$ cat config.mk
export PLATFORM = sky130hd
export DESIGN_NAME = alu_nzcv
export DESIGN_NICKNAME = d
export VERILOG_FILES = /design/src/rtl/alu_nzcv_pkg.sv /design/src/rtl/alu_opsel.sv /design/src/rtl/alu_datapath.sv /design/src/rtl/alu_flag_merge.sv /design/src/rtl/alu_nzcv.sv
export SDC_FILE = /design/constraint.sdc
export NUM_CORES = 1
export LEC_CHECK = 0
export CAP_MARGIN = 20
export CORE_MARGIN = 5
export CORE_UTILIZATION = 33
export DETAILED_ROUTE_END_ITERATION = 10
export GPL_TIMING_DRIVEN = 0
export PLACE_DENSITY = 0.67
export SYNTH_ARGS = -nofsm -noshare
export SYNTH_HDL_FRONTEND = slang
export SYNTH_SLANG_ARGS = --single-unit
$ cat constraint.sdc
create_clock -name vclk -period 6.8
set_input_delay 1.02 -clock vclk [all_inputs]
set_output_delay 1.02 -clock vclk [all_outputs]
set_load 0.02 [all_outputs]
$ cat src/rtl/alu_nzcv_pkg.sv
package alu_nzcv_pkg;

  typedef enum logic [3:0] {
    FN_ADD  = 4'h0,
    FN_SUB  = 4'h1,
    FN_AND  = 4'h2,
    FN_ANDN = 4'h3,
    FN_OR   = 4'h4,
    FN_XOR  = 4'h5,
    FN_NEG  = 4'h6,
    FN_NOT  = 4'h7,
    FN_INC  = 4'h8,
    FN_DEC  = 4'h9,
    FN_CMP  = 4'hA,
    FN_TST  = 4'hB
  } alu_fn_e;

  typedef enum logic [1:0] {
    CLS_ADD   = 2'd0,
    CLS_SUB   = 2'd1,
    CLS_LOGIC = 2'd2,
    CLS_NONE  = 2'd3
  } alu_cls_e;

  localparam int FLAG_Z = 0;
  localparam int FLAG_N = 1;
  localparam int FLAG_C = 2;
  localparam int FLAG_V = 3;
  localparam int NUM_FLAGS = 4;

  function automatic alu_cls_e fn_class(input logic [3:0] fn);
    case (fn)
      FN_ADD, FN_INC:                 fn_class = CLS_ADD;
      FN_SUB, FN_NEG, FN_DEC, FN_CMP: fn_class = CLS_SUB;
      FN_AND, FN_ANDN, FN_OR, FN_XOR,
      FN_NOT, FN_TST:                 fn_class = CLS_LOGIC;
      default:                        fn_class = CLS_NONE;
    endcase
  endfunction

  function automatic logic fn_writes_rd(input logic [3:0] fn);
    fn_writes_rd = (fn <= FN_DEC);
  endfunction

endpackage

$ cat src/rtl/alu_opsel.sv
module alu_opsel
  import alu_nzcv_pkg::*;
#(
  parameter int DATA_W = 16
) (
  input  logic [3:0]        func_i,
  input  logic [DATA_W-1:0] rd_val_i,
  input  logic [DATA_W-1:0] rs_val_i,
  output logic [DATA_W-1:0] op_a_o,
  output logic [DATA_W-1:0] op_b_o
);

  localparam logic [DATA_W-1:0] ONE = DATA_W'(1);

  always_comb begin
    op_a_o = rd_val_i;
    op_b_o = rs_val_i;
    case (func_i)
      FN_NEG: op_a_o = '0;
      FN_INC, FN_DEC: begin
        op_a_o = rs_val_i;
        op_b_o = ONE;
      end
      default: ;
    endcase
  end

  // the fixed-operand codes never take rd
  always_comb begin
    if (func_i == FN_INC || func_i == FN_DEC)
      assert_incdec_const_R3: assert (op_b_o == ONE && op_a_o == rs_val_i)
        else $error("inc/dec operand override broken");
  end

endmodule

$ cat src/rtl/alu_datapath.sv
module alu_datapath
  import alu_nzcv_pkg::*;
#(
  parameter int DATA_W = 16
) (
  input  logic [3:0]        func_i,
  input  logic [DATA_W-1:0] op_a_i,
  input  logic [DATA_W-1:0] op_b_i,
  output logic [DATA_W-1:0] res_o,
  output logic              carry_o,
  output logic              ovf_o
);

  localparam int MSB = DATA_W - 1;

  alu_cls_e          cls;
  logic [DATA_W:0]   sum_ext;
  logic              sa, sb, sr;

  assign cls = fn_class(func_i);
  assign sa  = op_a_i[MSB];
  assign sb  = op_b_i[MSB];

  always_comb begin
    sum_ext = '0;
    res_o   = '0;
    case (cls)
      CLS_ADD: begin
        sum_ext = {1'b0, op_a_i} + {1'b0, op_b_i};
        res_o   = sum_ext[MSB:0];
      end
      CLS_SUB: begin
        sum_ext = {1'b0, op_a_i} - {1'b0, op_b_i};
        res_o   = sum_ext[MSB:0];
      end
      CLS_LOGIC: begin
        case (func_i)
          FN_AND, FN_TST: res_o = op_a_i & op_b_i;
          FN_ANDN:        res_o = op_a_i & ~op_b_i;
          FN_OR:          res_o = op_a_i | op_b_i;
          FN_XOR:         res_o = op_a_i ^ op_b_i;
          FN_NOT:         res_o = ~op_b_i;
          default:        res_o = '0;
        endcase
      end
      default: res_o = '0;
    endcase
  end

  assign sr = res_o[MSB];

  always_comb begin
    carry_o = 1'b0;
    ovf_o   = 1'b0;
    case (cls)
      CLS_ADD: begin
        carry_o = sum_ext[DATA_W];
        ovf_o   = (sa == sb) && (sr != sb);
      end
      CLS_SUB: begin
        carry_o = ~sum_ext[DATA_W];  // set when no borrow
        ovf_o   = (sa != sb) && (sr == sb);
      end
      default: ;
    endcase
  end

  // an add that overflows had like-signed operands
  always_comb begin
    if (cls == CLS_ADD && ovf_o)
      assert_add_ovf_sign_R6: assert (op_a_i[MSB] == op_b_i[MSB])
        else $error("add overflow with unlike operand signs");
  end

  // a subtract with no borrow means a >= b unsigned
  always_comb begin
    if (cls == CLS_SUB)
      assert_sub_noborrow_R7: assert (carry_o == (op_a_i >= op_b_i))
        else $error("sub carry disagrees with unsigned compare");
  end

endmodule

$ cat src/rtl/alu_flag_merge.sv
module alu_flag_merge
  import alu_nzcv_pkg::*;
#(
  parameter int DATA_W = 16,
  parameter int FLAG_W = 16
) (
  input  logic [3:0]        func_i,
  input  logic [DATA_W-1:0] res_i,
  input  logic              carry_i,
  input  logic              ovf_i,
  input  logic [FLAG_W-1:0] flags_i,
  output logic [FLAG_W-1:0] flags_o,
  output logic              rd_we_o
);

  localparam int MSB = DATA_W - 1;

  logic upd;

  assign upd     = (fn_class(func_i) != CLS_NONE);
  assign rd_we_o = fn_writes_rd(func_i);

  always_comb begin
    flags_o = flags_i;
    if (upd) begin
      flags_o[FLAG_Z] = ~|res_i;
      flags_o[FLAG_N] = res_i[MSB];
      flags_o[FLAG_C] = carry_i;
      flags_o[FLAG_V] = ovf_i;
    end
  end

  // logic ops leave C and V clear
  always_comb begin
    if (fn_class(func_i) == CLS_LOGIC)
      assert_logic_clears_cv_R8: assert (!flags_o[FLAG_C] && !flags_o[FLAG_V])
        else $error("logic op left C or V set");
  end

endmodule

$ cat src/rtl/alu_nzcv.sv
module alu_nzcv
  import alu_nzcv_pkg::*;
#(
  parameter int DATA_W = 16,
  parameter int FLAG_W = 16
) (
  input  logic [3:0]        func_i,
  input  logic [DATA_W-1:0] rd_val_i,
  input  logic [DATA_W-1:0] rs_val_i,
  input  logic [FLAG_W-1:0] flags_i,
  output logic [DATA_W-1:0] result_o,
  output logic              rd_we_o,
  output logic [FLAG_W-1:0] flags_o
);

  localparam int MSB = DATA_W - 1;

  logic [DATA_W-1:0] op_a, op_b;
  logic              carry, ovf;

  alu_opsel #(.DATA_W(DATA_W)) i_opsel (
    .func_i   (func_i),
    .rd_val_i (rd_val_i),
    .rs_val_i (rs_val_i),
    .op_a_o   (op_a),
    .op_b_o   (op_b)
  );

  alu_datapath #(.DATA_W(DATA_W)) i_datapath (
    .func_i  (func_i),
    .op_a_i  (op_a),
    .op_b_i  (op_b),
    .res_o   (result_o),
    .carry_o (carry),
    .ovf_o   (ovf)
  );

  alu_flag_merge #(.DATA_W(DATA_W), .FLAG_W(FLAG_W)) i_flags (
    .func_i  (func_i),
    .res_i   (result_o),
    .carry_i (carry),
    .ovf_i   (ovf),
    .flags_i (flags_i),
    .flags_o (flags_o),
    .rd_we_o (rd_we_o)
  );

  always_comb begin
    if (func_i <= FN_TST) begin
      assert_zero_flag_R4: assert (flags_o[FLAG_Z] == (result_o == '0))
        else $error("Z does not follow result");
      assert_neg_flag_R5: assert (flags_o[FLAG_N] == result_o[MSB])
        else $error("N does not follow result");
    end
  end

  always_comb begin
    if (func_i == FN_CMP || func_i == FN_TST)
      assert_no_write_cmp_R9: assert (!rd_we_o)
        else $error("cmp/tst requested rd write");
  end

  always_comb begin
    if (func_i > FN_TST)
      assert_idle_code_R10: assert (!rd_we_o && flags_o == flags_i && result_o == '0)
        else $error("unused code had an effect");
  end

  always_comb begin
    assert_upper_flags_R11: assert (flags_o[FLAG_W-1:NUM_FLAGS] == flags_i[FLAG_W-1:NUM_FLAGS])
      else $error("upper flag bits changed");
  end

endmodule

After elaboration in Yosys (flattened, before gate mapping)
Memory sizes are Yosys's and may differ from the RTL's.
Cells that the tools add are included.
{"block": "word_totals", "reg_bits": 0, "mem_bits_rw": 0, "mem_count": 2, "wordCells": 42, "out_inout_bits": 33, "mem_bits_ro": 64, "input_bits": 52, "latch_bits": 0}
{"name": "(name not given)", "depth": 16, "word_bits": 2, "read_ports": 1, "rd_ports_with_merged_regs": 0, "wr": 0, "line_no": "alu_nzcv_pkg.sv:32", "text": "case (fn)"}
{"name": "(name not given)", "depth": 16, "word_bits": 2, "read_ports": 1, "rd_ports_with_merged_regs": 0, "wr": 0, "line_no": "alu_nzcv_pkg.sv:32"}
{"block": "classes", "eq_ne": 16, "bitwise": 6, "n_div": 0, "n_lt_le_gt_ge": 1, "multipliers": 0, "mux": 8, "reduce_logical": 7, "add_sub_neg": 2, "shifts": 0}
{"cell": "$pmux 16 s5", "n": 1}
{"cell": "$pmux 16 s3", "n": 1}
{"cell": "$pmux 17 s2", "n": 1}
{"cell": "$and 16x16->16", "n": 2}
{"cell": "$pmux 16 s2", "n": 1}
{"cell": "$add 16x16->17", "n": 1}
{"cell": "$sub 16x16->17", "n": 1}
{"cell": "$eq 4x3->1 const B", "n": 4}
{"cell": "$mux 16", "n": 1}
{"cell": "$not 16->16", "n": 1}
{"cell": "$or 16x16->16", "n": 1}
{"cell": "$reduce_or 16->1", "n": 1}
{"cell": "$xor 16x16->16", "n": 1}
{"cell": "$eq 4x4->1 const B", "n": 3}
{"cell": "$eq 4x2->1 const B", "n": 2}
{"cell": "$le 4x4->1 const B", "n": 1}
{"cell": "$mux 4", "n": 1}
{"cell": "$pmux 1 s2", "n": 2}
{"cell": "$reduce_or 2->1", "n": 2}
{"cell": "$eq 1x1->1", "n": 2}
{"cell": "$eq 2x1->1 const B", "n": 1}
{"cell": "$eq 2x2->1 const B", "n": 1}
{"cell": "$logic_and 1x1->1", "n": 2}
{"cell": "$logic_not 2->1", "n": 1}
{"cell": "other kinds (4)", "n": 5}

Longest topological paths before layout
Gate-level depths: netlist of the first run.
{"block": "depth", "depth_word": 11, "ltp_mapped": 21, "ltp_nobuf": 19}

By module
Synthesis of the first run repeated with hierarchy kept, for this count alone.
{"block": "unflattened", "hier_cells": 520, "hier_area_um2": 3649.8}
{"mod": "alu_datapath", "area_each_um2": 2874.0, "cells_each": 414, "n_inst": 1}
{"mod": "alu_opsel", "area_each_um2": 501.7, "cells_each": 74, "n_inst": 1}
{"mod": "alu_flag_merge", "area_each_um2": 274.0, "cells_each": 32, "n_inst": 1}

Worst setup path before layout of the first run
OpenSTA, ideal clock, no wires.
{"block": "synth_timing", "path_kind": "input-to-output", "start": "in func_i[1]", "end": "out flags_o[0]", "t_required_ns": 5.780, "stages": 19, "slack_ns": 0.489, "arrival_ns": 5.291, "path_cell_list": "inv_1 ha_1 buf_2 o21ai_1 nand2b_1 buf_2 buf_1 nand2_1 ha_1 buf_2 a21o_1 a211o_1 o2111a_1 o211ai_1 and3_1 o221ai_1 a211oi_1 nand4_1 a311oi_1"}
{"block": "synth_between", "elab_chain_cells": 10}
{"item": "start: declaration", "line_no": "alu_nzcv.sv:7", "text": "input logic [3:0] func_i,"}
{"item": "branches (longest 6 deep; another with $sub 16x16->17)"}
{"item": "$pmux 16 s3 (*)", "line_no": "alu_datapath.sv:27", "text": "case (cls)"}
{"item": "via result_o[15]", "line_no": "alu_nzcv.sv:11", "text": "output logic [DATA_W-1:0] result_o,"}
{"item": "$reduce_or 16->1 (*)", "line_no": "alu_flag_merge.sv:26", "text": "flags_o[FLAG_Z] = ~|res_i;"}
{"item": "$logic_not 1->1 (*)", "line_no": "alu_flag_merge.sv:26"}
{"item": "$mux 4 (*)", "line_no": "alu_flag_merge.sv:25", "text": "if (upd) begin"}
{"item": "end: declaration", "line_no": "alu_nzcv.sv:13", "text": "output logic [FLAG_W-1:0] flags_o"}
Mark *: on every way through the listed nets, which the timed path passes.

Worst setup path after layout of the first run
{"block": "layout_timing", "start": "in func_i[0]", "end": "out flags_o[0]"}
{"block": "layout_between", "elab_chain_cells": 10}
{"item": "branches (longest 9 deep; another with $sub 16x16->17)"}
{"item": "$mux 4 (*)", "line_no": "alu_flag_merge.sv:25"}
Every way passes the cells marked *.

==> flow_summary.yaml, run 1 <==
status:
  status: "finished, final reports clean"
sta:
  slew_headroom_pct: 33.2
  fmax_mhz: 148
  tightest_slew_ps: 995
  setup_viol: 0
  rsz0062_at_grt: "true"
  fin_crit_ps: 6740
  final.setup.worst_slack_ps: 55.2
  timing.final.crit_share_pct: 99.2
  finalHoldViolCount: 0
  tns_ps: 0
  drv_slew: 0
worst_setup_path:
  path_buf_inv: 6
  path_cells: "clkdlybuf4s50_1 > ha_1 > clkbuf_4 > o21ai_4 > nand2b_4 > buf_6 > buf_6 > nand2_1 > ha_1 > buf_2 > a21o_1 > a211o_1 > o2111a_1 > o211ai_1 > and3_4 > o221ai_2 > a211oi_2 > nand4_1 > a311oi_2 > buf_4"
  path_depth: 20
  cp_max_fo: 10
  crit_start: "func_i[0]"
  arrival_ps: 5720
  cp.required_ps: 5780
  crit_end: "flags_o[0]"
  critPathCaptureType: "primary output"
  worst_setup_path_start_kind: "input port"
  critical_path_class: "input port to primary output"
  cp_slowest_stage_delay_ps: 450
  crit_family: "compound AO/OA/AOI/OAI gates"
  critPathSlowestCell: "clkdlybuf4s50_1"
die:
  core-area_um2: 10400
  start_util_pct: 33.8
  die_w_um: 113
  rows: 37
  dieArea_um2: 12800
  die_h_um: 113
  ioPinCount: 85
routing:
  drt-initial-drc-count: 516
  routed_wirelength_um: 14800
  routed_wire_length_per_instance_um: 20.4
  drt-pass1-iter-count: 5
  viasPerCell: 6.19
  drc: 0
  drtAntennaViolNets: 0
  vias: 4481
global_route:
  grt_pass1_vias: 4296
  grt_max_degree: 11
  grt_usage_pct: 21.5
  grt_overflow_total: 0
  grt_pass1_wl_um: 22500
  antenna_found_initial: 0
pwr:
  power_density_nw_per_um2: 116
  p_sw_share_pct: 58.8
  total_power_uw: 531
  power_switching_uw: 313
  pwr-share-clk_pct: 0
  ir_worst_vdd_mv: 0.0428
  combPwrFrac_pct: 100.0
  p_leak_nw: 2.05
  p_int_uw: 219
  seqPwrFrac_pct: 0
final_layout:
  diodes: 0
  fin_nets: 702
  nFlopsAndLatches: 0
  area_growth_pct: 30.8
  layout_common_cells: "66 x clkdlybuf4s50_1, 57 x inv_1, 55 x ha_1"
  nFillCells: 1076
  clkbuf_count: 0
  final_common_cell: "clkdlybuf4s50_1"
  drive_above_1_share_pct: 11.1
  register_area_um2: 0
run:
  max-cap-violations: 0
logic_synthesis:
  yosysWarnings: 0
  ys_seq_area_share_pct: 0
  synth_top_area_cell: "ha_1"
  synth_fp_nets: 626
  avgSynthCellArea_um2: 6.83
  syn_area_um2: 3510
  synth_area_leaders: "ha_1 21%, inv_1 6.1%, nand2_1 4.4%"
  synth_top_area_share_pct: 20.7
  netlist_instances: 514
  synth.distinct_cells: 67
placed_design:
  pre_cts_ws_ps: -1630
  dp_hpwl_um: 11200
  gp_congestion: 0.949
  port_buffers: 73
hold_path:
  hold_path.class: "input port to primary output"
  holdPathStages: 2
power by group through the flow:
stage | clock, mW | combinational (mW) | sequential (mW)
finish | 0 | 0.531 | 0
global route | 0 | 0.565 | 0
CTS | 0 | 0.507 | 0
detailed placement | 0 | 0.494 | 0
global placement | 0 | 0.487 | 0
floorplan | 0 | 0.323 | 0
repair_timing:
item	in CTS	in global routing
setup buffers	1	3
hold buffers	0	0
pin swaps	1	7
endpoints found under the setup margin	17	12
resized for setup	34	17
layer usage:
layer  wire length [um]  track usage [%]  up-vias  part of all wire (%)
met5                  0                0        -                     0
met4                587             6.81        0                   4.0
met3               1600             2.67       49                    11
met2               6720             35.0      295                    45
met1               5880             29.4     2091                    40
li1                   -                -     2046                     -
layout make-up:
class                           count  area (um2)  area share, %
Timing Repair Buffer               77         763           16.6
Multi-Input combinational cell    417        3200           69.8
Inverter                           57         214           4.66
Tap cell                          136         170           3.71
Buffer                             37         238           5.18
cell families after synthesis:
| group | share of synthesized area (%) |
|---|---|
| muxes | 1.60 |
| adders and majority gates | 21.8 |
| buffers and inverters | 12.4 |
| and+or+nand+nor | 20.9 |
| AOI/OAI and AO/OA | 39.0 |
| xor gates and xnor gates | 4.24 |
Yosys cell counts, drive strengths merged (11+ instances only):
| library cell | number |
|---|---|
| a221oi | 11 |
| o22ai | 18 |
| inv | 57 |
| clkbuf | 13 |
| a22o | 13 |
| nor3 | 13 |
| xnor2 | 11 |
| nor2b | 13 |
| nor2 | 35 |
| buf | 27 |
| ha | 58 |
| o21ai | 34 |
| nand2 | 41 |
| a21oi | 24 |
worst min path at each step:
| stage | endpoint | start |
|---|---|---|
| after floorplan | flags_o[10] | flags_i[10] |
| after global placement | flags_o[15] | flags_i[15] |
| after detailed placement | flags_o[13] | flags_i[13] |
| after CTS | flags_o[13] | flags_i[13] |
| after global routing | flags_o[15] | flags_i[15] |
| final | flags_o[10] | flags_i[10] |
per-stage QoR:
step	std cells	area (um2)	util, %	hold slack (ps)
floorplan	514	3510	-	2150
global placement	723	4410	42.5	2670
detailed placement	723	4410	42.5	2670
finish	724	4590	44.3	2670
global route	724	4590	44.3	2670
CTS	723	4500	43.4	2670
(Power assumes the default switching activity.)
==> run 2, diff against run 1 <==
- ABC_CLOCK_PERIOD_IN_PS: unset -> 6800
==> results of run 2 <==
Same layout as run 1: the final DEF is identical, and so are final timing and power.
==> run 3, diff against run 2 <==
- SKIP_LAST_GASP: unset -> 1
==> flow_summary.yaml, run 3 (synthesis results as in run 1) <==
status:
  status: "complete, but fails checks"
  violations: "setup timing"
global_route:
  antenna_found_initial: 0
  grt_pass1_wl_um: 22500
  grt_overflow_total: 0
  grt_usage_pct: 21.4
  grt_pass1_vias: 4279
  grt_max_degree: 11
die:
  die_w_um: 113
  core-area_um2: 10400
  start_util_pct: 33.8
  rows: 37
  die_h_um: 113
  ioPinCount: 85
  dieArea_um2: 12800
sta:
  fmax_mhz: 146
  fin_crit_ps: 6870
  timing.final.crit_share_pct: 101
  holdWs_ps: 2670
  rsz0062_at_grt: "true"
  tns_ps: -72.2
  drv_slew: 0
  finalHoldViolCount: 0
  setup_viol: 1
  final.setup.worst_slack_ps: -72.2
  slew_headroom_pct: 31.6
  tightest_slew_ps: 1020
final_layout:
  final_common_cell: "clkdlybuf4s50_1"
  layout.cells.non_filler: 726
  nFillCells: 1071
  nFlopsAndLatches: 0
  fin_nets: 704
  area_growth_pct: 32.1
  register_area_um2: 0
  layout_common_cells: "62 x clkdlybuf4s50_1, 57 x inv_1, 57 x ha_1"
  finish.utilization_pct: 44.7
  diodes: 0
  clkbuf_count: 0
  drive_above_1_share_pct: 12.0
routing:
  viasPerCell: 6.18
  drt-initial-drc-count: 480
  drtAntennaViolNets: 0
  routed_wirelength_um: 14900
  routed_wire_length_per_instance_um: 20.6
  drt-pass1-iter-count: 5
  vias: 4484
  drc: 0
worst_setup_path:
  worst_setup_path_start_kind: "input port"
  critical_path_class: "input port to primary output"
  path_buf_inv: 6
  cp_max_fo: 9
  crit_family: "compound AO/OA/AOI/OAI gates"
  path_cells: "clkdlybuf4s50_1 > inv_1 > ha_1 > o21ai_4 > buf_4 > nor2_4 > buf_4 > a22o_1 > ha_1 > buf_2 > a21o_4 > a211o_1 > o2111a_1 > o211ai_1 > and3_4 > o221ai_2 > a211oi_2 > nand4_1 > a311oi_2 > buf_4"
  cp_slowest_stage_delay_ps: 510
  crit_top_cell: "buf_4"
  critPathCaptureType: "primary output"
  arrival_ps: 5850
  critPathSlowestCell: "clkdlybuf4s50_1"
  cp.required_ps: 5780
pwr:
  power_density_nw_per_um2: 117
  p_leak_nw: 2.13
  ir_worst_vdd_mv: 0.0432
  total_power_uw: 542
placed_design:
  dp_hpwl_um: 11200
  dp.cells: 723
  port_buffers: 73
  gp_congestion: 0.949
run:
  max-cap-violations: 0
hold_path:
  hold_path.class: "input port to primary output"
cts:
  hold_buffers: 0
-- run 3: cell count changes in the layout (fill, tap and decap cells not counted), moves of 2 or more --
cell             previous run  this run
ha_1                       55        57
buf_4                      21        24
ha_2                        3         1
dlymetal6s2s_1              3         7
clkdlybuf4s50_1            66        62
-- run 3: layout make-up --
class / count / area [um2] / area share [%]
Tap cell: 136 / 170 / 3.67
Multi-Input combinational cell: 417 / 3230 / 69.8
Buffer: 37 / 235 / 5.07
Inverter: 57 / 214 / 4.62
Timing Repair Buffer: 79 / 782 / 16.9
-- run 3: final timing paths --
path / start / to / slack, ps / depth (start not counted)
setup / recovery: func_i[0] / flags_o[0] / -70 / 20
hold / removal: flags_i[10] / flags_o[10] / 2670 / 2
-- run 3: power breakdown --
group          leakage (nW)  internal [mW]  switching [mW]
sequential                0              0               0
clock                     0              0               0
combinational          2.13          0.224           0.318
-- run 3: per-layer routing --
| layer | track usage [%] | wire length, um | vias up |
|---|---|---|---|
| li1 | - | - | 2054 |
| met1 | 29.4 | 6040 | 2078 |
| met2 | 34.8 | 6700 | 305 |
| met3 | 2.57 | 1610 | 47 |
| met4 | 6.73 | 584 | 0 |
| met5 | 0 | 0 | - |
-- run 3: what timing repair did --
action                     in CTS  in global routing
buffers inserted                1                  5
setup endpoints to repair      17                 12
resized for setup              33                 30
cloned                          0                  0
pin swaps                       1                  9
-- run 3: metrics by stage --
stage	worst slack (ps)	cell area, um2
2_1_floorplan	489	3510
3_3_place_gp	-1560	4410
3_5_place_dp	-1630	4410
4_1_cts	-159	4500
5_1_grt	-234	4640
6_report	-72.2	4640
